**src/rtl/prg_map_pkg.sv**
```systemverilog
package prg_map_pkg;
  localparam int DATA_W    = 8;
  localparam int NUM_BANKS = 4;
  localparam int IDX_W     = $clog2(NUM_BANKS);
  localparam int ADDR_W    = 16;
  localparam int SEL_W     = IDX_W + 1;

  typedef struct packed {
    logic              bankWe;
    logic [IDX_W-1:0]  bankIdx;
    logic [DATA_W-1:0] data;
  } bank_wr_t;
endpackage

```
**src/rtl/prg_map_ctrl.sv**
```systemverilog
module prg_map_ctrl
  import prg_map_pkg::*;
(
  input  logic              clk,
  input  logic              rstN,
  input  logic              wrEn,
  input  logic [SEL_W-1:0]  wrAddr,
  input  logic [DATA_W-1:0] wrData,
  output bank_wr_t          bankWr,
  output logic [2:0]        modeSel,
  output logic              lowMapOn,
  output logic [2:0]        outerSel
);
  logic [DATA_W-1:0] ctrlReg;
  logic [DATA_W-1:0] outerReg;
  logic ctrlWe;
  logic outerWe;

  assign ctrlWe  = wrEn &&  wrAddr[SEL_W-1] && !wrAddr[0];
  assign outerWe = wrEn &&  wrAddr[SEL_W-1] &&  wrAddr[0];

  always_comb begin
    bankWr.bankWe  = wrEn && !wrAddr[SEL_W-1];
    bankWr.bankIdx = wrAddr[IDX_W-1:0];
    bankWr.data    = wrData;
  end

  always_ff @(posedge clk) begin
    if (!rstN) begin
      ctrlReg  <= '0;
      outerReg <= '0;
    end else begin
      if (ctrlWe)  ctrlReg  <= wrData;
      if (outerWe) outerReg <= wrData;
    end
  end

  assign modeSel  = ctrlReg[2:0];
  assign lowMapOn = ctrlReg[DATA_W-1];
  assign outerSel = outerReg[2:0];

  logic unusedCtrlBits;
  assign unusedCtrlBits = ^{ctrlReg[DATA_W-2:3], outerReg[DATA_W-1:3]};

  // a control write lands on the next edge
  assert_ctrl_load_R2: assert property (@(posedge clk) disable iff (!rstN)
    ($past(rstN) && wrEn && wrAddr[SEL_W-1] && !wrAddr[0])
      |=> (modeSel == $past(wrData[2:0]) && lowMapOn == $past(wrData[DATA_W-1])));
  // no write strobe keeps the mode registers
  assert_mode_hold_R11: assert property (@(posedge clk) disable iff (!rstN)
    ($past(rstN) && !wrEn) |=> ($stable(modeSel) && $stable(lowMapOn) && $stable(outerSel)));
endmodule

```
**src/rtl/prg_map_datapath.sv**
```systemverilog
module prg_map_datapath
  import prg_map_pkg::*;
(
  input  logic              clk,
  input  logic              rstN,
  input  bank_wr_t          bankWr,
  input  logic [2:0]        modeSel,
  input  logic              lowMapOn,
  input  logic [2:0]        outerSel,
  input  logic [ADDR_W-1:0] cpuAddr,
  output logic [7:0]        pageNum,
  output logic              lowWinEn
);
  logic [DATA_W-1:0] bankReg [NUM_BANKS];

  for (genvar i = 0; i < NUM_BANKS; i++) begin : g_bank
    always_ff @(posedge clk) begin
      if (!rstN) bankReg[i] <= '1;
      else if (bankWr.bankWe && bankWr.bankIdx == IDX_W'(i)) bankReg[i] <= bankWr.data;
    end

    // a bank write lands on the next edge
    assert_bank_load_R2: assert property (@(posedge clk) disable iff (!rstN)
      ($past(rstN) && bankWr.bankWe && bankWr.bankIdx == IDX_W'(i))
        |=> (bankReg[i] == $past(bankWr.data)));
    // without a matching strobe the register holds
    assert_bank_hold_R11: assert property (@(posedge clk) disable iff (!rstN)
      ($past(rstN) && !(bankWr.bankWe && bankWr.bankIdx == IDX_W'(i))) |=> $stable(bankReg[i]));
  end

  logic [1:0] win;
  logic       romHalf;
  logic       inLowWin;
  logic [1:0] outerHi;
  logic [DATA_W-1:0] winBank;
  logic [DATA_W-1:0] b1;
  logic [DATA_W-1:0] b3;
  logic [7:0] upperPage;
  logic [7:0] lowPage;

  assign win      = cpuAddr[14:13];
  assign romHalf  = cpuAddr[15];
  assign inLowWin = (cpuAddr[15:13] == 3'b011);
  assign outerHi  = outerSel[2:1];
  assign winBank  = bankReg[win];
  assign b1       = bankReg[1];
  assign b3       = bankReg[3];

  always_comb begin
    upperPage = '0;
    lowPage   = '0;
    case (modeSel)
      3'd0: begin
        upperPage = {outerSel, b3[2:0], win};
        lowPage   = {outerHi, b3[3:0], 2'b11};
      end
      3'd1: begin
        upperPage = win[1] ? {outerSel, 4'hF, win[0]} : {outerSel, b1[3:0], win[0]};
        lowPage   = {outerHi, b3[4:0], 1'b1};
      end
      3'd2, 3'd3: begin
        upperPage = (win == 2'd3) ? {outerSel, 5'h1F} : {outerSel, winBank[4:0]};
        lowPage   = {outerSel, b3[4:0]};
      end
      3'd4: begin
        upperPage = {outerHi, b3[3:0], win};
        lowPage   = {outerHi, b3[3:0], 2'b11};
      end
      3'd5: begin
        upperPage = win[1] ? {outerHi, b3[4:0], win[0]} : {outerHi, b1[4:0], win[0]};
        lowPage   = {outerHi, b3[4:0], 1'b1};
      end
      default: begin
        upperPage = {outerHi, winBank[5:0]};
        lowPage   = {outerHi, b3[5:0]};
      end
    endcase
  end

  always_comb begin
    lowWinEn = inLowWin && lowMapOn;
    if (romHalf)       pageNum = upperPage;
    else if (lowWinEn) pageNum = lowPage;
    else               pageNum = '0;
  end

  logic unusedBankBits;
  assign unusedBankBits = ^{b1[DATA_W-1:5], winBank[DATA_W-1:6], b3[DATA_W-1:6]};

  // nothing is mapped below the low window
  assert_quiet_low_R10: assert property (@(posedge clk) disable iff (!rstN)
    (cpuAddr[15:13] < 3'b011) |-> (pageNum == 8'd0 && !lowWinEn));
  // fixed last 8 KB page in the 8 KB layouts
  assert_fixed_top_R5: assert property (@(posedge clk) disable iff (!rstN)
    (modeSel[2:1] == 2'b01 && cpuAddr[15:13] == 3'b111) |-> (pageNum[4:0] == 5'h1F));
  // fixed upper 16 KB bank in mode 1
  assert_fixed_half_R4: assert property (@(posedge clk) disable iff (!rstN)
    (modeSel == 3'd1 && cpuAddr[15:14] == 2'b11) |-> (pageNum[4:1] == 4'hF));
  // the low-window flag only rises inside its window
  assert_low_window_R9: assert property (@(posedge clk) disable iff (!rstN)
    lowWinEn |-> (cpuAddr[15:13] == 3'b011 && lowMapOn));
endmodule

```
**src/rtl/prg_bank_mapper.sv**
```systemverilog
module prg_bank_mapper
  import prg_map_pkg::*;
(
  input  logic              clk,
  input  logic              rstN,
  input  logic              wrEn,
  input  logic [SEL_W-1:0]  wrAddr,
  input  logic [DATA_W-1:0] wrData,
  input  logic [ADDR_W-1:0] cpuAddr,
  output logic [7:0]        pageNum,
  output logic              lowWinEn
);
  bank_wr_t   bankWr;
  logic [2:0] modeSel;
  logic       lowMapOn;
  logic [2:0] outerSel;

  prg_map_ctrl u_ctrl (
    .clk(clk), .rstN(rstN), .wrEn(wrEn), .wrAddr(wrAddr), .wrData(wrData),
    .bankWr(bankWr), .modeSel(modeSel), .lowMapOn(lowMapOn), .outerSel(outerSel)
  );

  prg_map_datapath u_dp (
    .clk(clk), .rstN(rstN), .bankWr(bankWr), .modeSel(modeSel), .lowMapOn(lowMapOn),
    .outerSel(outerSel), .cpuAddr(cpuAddr), .pageNum(pageNum), .lowWinEn(lowWinEn)
  );
endmodule

```
**config.mk**
```make
export PLATFORM = sky130hd
export DESIGN_NAME = prg_bank_mapper
export DESIGN_NICKNAME = d
export VERILOG_FILES = /design/src/rtl/prg_map_pkg.sv /design/src/rtl/prg_map_ctrl.sv /design/src/rtl/prg_map_datapath.sv /design/src/rtl/prg_bank_mapper.sv
export SDC_FILE = /design/constraint.sdc
export NUM_CORES = 1
export LEC_CHECK = 0
export BUFFER_PORTS_ARGS = -buffer_cell sky130_fd_sc_hd__buf_2
export CORE_MARGIN = 2
export CORE_UTILIZATION = 40
export CTS_CLUSTER_SIZE = 20
export DETAILED_ROUTE_END_ITERATION = 10
export GPL_ROUTABILITY_DRIVEN = 1
export PLACE_DENSITY_LB_ADDON = 0.3
export SYNTH_ARGS = -nofsm -noshare
export SYNTH_HDL_FRONTEND = slang
export SYNTH_SLANG_ARGS = --single-unit
```
**constraint.sdc**
```tcl
create_clock -name clk -period 1.85 [get_ports clk]
set_clock_uncertainty 0.05 [all_clocks]
set_input_delay 0.185 -clock clk [delete_from_list [all_inputs] [get_ports clk]]
set_output_delay 0.185 -clock clk [all_outputs]
set_load 0.01 [all_outputs]
```
* After elaboration in Yosys (flattened, before gate mapping)
Memories as Yosys holds them, arrays and structs flattened.
Index checks and enable logic that the tools add are counted.
** Word-level totals
- Register bits after elaboration :: 11
- RAM bits :: 32
- Input bits :: 30
- Output and inout bits :: 9
- Word-level logic and storage cells :: 57
- Memories :: 1
** Operators by class
- Eq/ne operators :: 10
- Multiplexer cells :: 24
- Bitwise gates (word level) :: 4
- Reductions and logical operators :: 16
** Memory list
- u_dp.bankReg :: words 4, width 8, rd ports 3, clocked after memory_dff 0, wr ports 4, line prg_map_datapath.sv:14 : logic [DATA_W-1:0] bankReg [NUM_BANKS];
** Operator list (count)
- $mux 8 :: 6
- $pmux 6 s5 :: 1
- $pmux 6 s3 :: 1
- $mux 1 :: 13
- $mux 5 :: 2
- $eq 3x2->1 const B :: 3
- $logic_and 1x1->1 :: 9
- $eq 2x2->1 const B :: 3
- $eq 3x3->1 const B :: 2
- $mux 6 :: 1
- $reduce_or 2->1 :: 3
- $or 1x1->1 :: 4
- $eq 3x1->1 const B :: 1
- $logic_not 3->1 :: 1
- $eq 2x1->1 const B :: 1
- $logic_not 1->1 :: 2
- $logic_not 2->1 :: 1

* Depth between registers and ports, before layout
- Depth after elaboration :: 7
- Mapped depth :: 6
- Mapped depth without buffers :: 4

* Hierarchy
Synthesis repeated with hierarchy kept, for this count alone.
** Unflattened totals
- Cell total of the unflattened synthesis :: 184
- Area, all modules :: 1974.4 sq um
** Modules (own cells, without submodules)
- prg_map_datapath :: instances 1, cells an instance 144, area an instance 1614.0 sq um, seq. area each 720.7 sq um
- prg_map_ctrl :: instances 1, cells an instance 40, area an instance 360.3 sq um, seq. area each 140.1 sq um

* Worst setup path after synthesis
Ideal clock, no wire load.
- Path type :: reg-to-output
- Start :: memory u_dp.bankReg[3][3]
- End :: output port pageNum[3]
- Data arrival time :: 1429 ps
- Required time :: 1615 ps
- Slack :: 186 ps
- Stages on the path, launching flop included :: 5
- Buffers on the path :: 0
- Path through :: edfxtp_1 mux4_2 and2_1 o311ai_1 nand3_1
** RTL lines
- start: declaration :: line prg_map_datapath.sv:14
- end: declaration :: line prg_bank_mapper.sv:10 : output logic [7:0] pageNum,

==> metrics.txt <==
status=finished with violations; failing checks=setup timing; Mean Syn Cell Area=10.7 sq um; Logic pwr share=15.4%; Cell Count Post-Placement=251; critical path type=flip-flop to primary output; most used routing layer=met2; TNS Setup=-0.238 ns; Data arrival, critical path=1.78 ns; final period utilization=109%; post-DP HPWL=3210 um; Die ar.=0.00505 sq mm; RSZ-0062 raised after global routing=true; Yosys cell types=40; GR Util All Layers=18.6%; PortBufs=24; Finished Cell Area=0.00229 sq mm; FMAX=497 MHz; met3 Use GR=4.70%; met2 usage=29.5%; root buf cell=clkbuf_8; PD cells=748 mW/mm^2; Slew HR=72.5%; maximum VDD drop=0.000607 V; Int Power=1.31 mW; GPL Wtd Cong=0.900; met1 usage=25.8%; Row Count=24; worst slew pin tran=0.412 ns; Cell Area, Synth=0.00180 sq mm; antenna violations before repair=0; # clock sinks=31; Max FO, Critical Path=2; Crit path largest cell delay=0.51 ns; CTS tree=yes; nature of the critical path endpoint=primary output; max cap viols=0; pin count of the biggest net entering global routing=18; Reg power frac=47.4%; detailed-route via count=1,475; register area share after synthesis=47.8%; CTS buffer count=5; CP bufs+invs=1; number of global-route vias before repair=1,445; Final Hold Violating Endpoints=0; Nets=243; WHS=0.140 ns; minimum clock period=2.01 ns; CP max stage cell=mux4_2; FF+latch count, synth=31; First DRT Iteration DRCs=124; Clock Pin Slew Worst Setup and Hold Paths=0.07 ns; total gr overflow=0; H-tree depth=2; Initial DRT Pass Iterations=4; Finished Layout Cells=266; Syn Inst Count=168; Post-Syn Nets=198; Starting Density=41.3%; clk buf depth=2; clock share of power=37.2%; number of diodes=0; Worst path top cell family by delay=multiplexers; WP data required=1.62 ns; CTS Hold Bufs=0; DRC Markers=0; DP Area=0.00209 sq mm; core area=0.00435 sq mm; critical-path cell list=mux4_2 > and2_4 > o311ai_2 > nand3_1 > buf_2; post-route ant nets=0; Ports=39; layout cells sized above 1=34.6%; Worst-Skew Late Latency=0.27 ns; fin worst setup slack=-0.160 ns; detailed-route wire length per cell=16.6 um; Place WS=0.0555 ns; NetSw=0.401 mW; post-layout util=52.6%; Final Power=1.71 mW; Yosys warning count=0; Pleak=0.874 nW; Post-Route WL=4420 um; Final Max Tran Viols=0; global-route wire length before repair=7290 um; final setup violation count=4; Switching Fraction=23.5%; DR vias/cell=5.55; Area Overhead vs Synth=27.2%; launching element type of the critical path=flip-flop; die height=71.1 um; die extent in x=71.1 um; HP Class=input pin to flip-flop
-- synth_stat cells --
cell / number / area, sq um
o311ai_1: 1 / 8.76
a221o_1: 1 / 10.0
nand2_1: 10 / 37.5
buf_2: 4 / 20.0
inv_1: 4 / 15.0
nand2b_1: 9 / 56.3
or3_1: 12 / 75.1
a22o_1: 1 / 8.76
or2_1: 6 / 37.5
or3b_2: 1 / 8.76
a211o_1: 1 / 8.76
and3b_1: 1 / 8.76
o211ai_1: 4 / 30.0
dfxtp_1: 7 / 140
or3b_4: 1 / 11.3
nor2_2: 1 / 6.26
nor3b_1: 1 / 7.51
mux2_2: 1 / 11.3
o31ai_1: 1 / 7.51
clkbuf_1: 7 / 26.3
o21ai_0: 9 / 45.0
nand3_1: 6 / 30.0
a211oi_1: 2 / 15.0
mux4_2: 4 / 90.1
a31oi_1: 3 / 18.8
mux2i_1: 12 / 120
o221a_2: 1 / 11.3
or3b_1: 1 / 8.76
a311oi_1: 1 / 8.76
edfxtp_1: 24 / 721
nor2_1: 4 / 15.0
o21bai_1: 1 / 7.51
o221ai_1: 5 / 43.8
o22ai_1: 1 / 6.26
nor2b_1: 11 / 68.8
clkinv_1: 1 / 3.75
and2_1: 2 / 12.5
a21oi_1: 3 / 15.0
a22oi_1: 1 / 7.51
nand3b_1: 2 / 15.0
-- placed cells by master, fill, tap and decap left out, types with 5 or more instances in the layout --
| cell type | count |
|---|---|
| buf_2 | 24 |
| buf_4 | 24 |
| edfxtp_1 | 24 |
| mux2i_1 | 12 |
| or3_1 | 12 |
| nor2b_1 | 11 |
| nand2_1 | 10 |
| nand2b_1 | 9 |
| o21ai_0 | 7 |
| nand3_1 | 6 |
| or2_1 | 6 |
| clkbuf_8 | 5 |
-- routing by layer --
metal,wire [um],up-vias
met5,0,-
met2,2200,37
met3,199,2
li1,-,727
met1,2000,709
met4,13,0
-- sequential cells by signal, indices dropped and copies added (netlist names) --
name / count
u_dp.bankReg: 24
u_ctrl.ctrlReg: 4
u_ctrl.outerReg: 3
-- cell type report --
| cell class | instances | area [sq um] |
|---|---|---|
| Inverter | 5 | 22.5 |
| Sequential cell | 31 | 872 |
| Clock inverter | 3 | 38.8 |
| Clock buffer | 5 | 68.8 |
| Fill cell | 373 | 2070 |
| Tap cell | 52 | 65.1 |
| Multi-Input combinational cell | 121 | 901 |
| Timing Repair Buffer | 49 | 320 |
-- path summary, 6_finish.rpt --
| path | startpoint | slack (ns) | to | cells after the start |
|---|---|---|---|---|
| setup / recovery | u_dp.bankReg[3][3] | -0.16 | pageNum[3] | 5 |
| hold / removal | wrData[7] | 0.14 | u_ctrl.ctrlReg[7] | 3 |
| setup reg to reg | u_ctrl.ctrlReg[0] | 1.02 | u_ctrl.ctrlReg[0] | 3 |
| hold reg to reg | u_ctrl.outerReg[2] | 0.49 | u_ctrl.outerReg[2] | 2 |
-- tightest hold or removal path: stages --
cell,delay [ns]
buf_2,0.07
mux2i_1,0.05
nor2b_1,0.11
-- power groups by stage --
stage | Clock [mW] | Combinational (mW) | Sequential, mW
floorplan | 0 | 0.144 | 0.820
global placement | 0 | 0.233 | 0.829
CTS | 0.653 | 0.250 | 0.814
global route | 0.687 | 0.287 | 0.816
finish | 0.636 | 0.263 | 0.811
detailed placement | 0 | 0.240 | 0.831
-- cell families after synthesis --
family	Yosys count	synth area share (%)
multiplexers	17	12.3
AND/OR/NAND/NOR	68	22.2
AO/OA/AOI/OAI	36	14.0
flip-flops	31	47.8
buffers and inverters	16	3.62
-- repair_timing --
action                     in CTS  in global routing
hold endpoints to repair        0                  0
setup endpoints to repair       5                  6
buffers inserted                2                  5
pin swaps                       2                  4
gates resized for setup         6                  8
(Power assumes the default switching activity.)
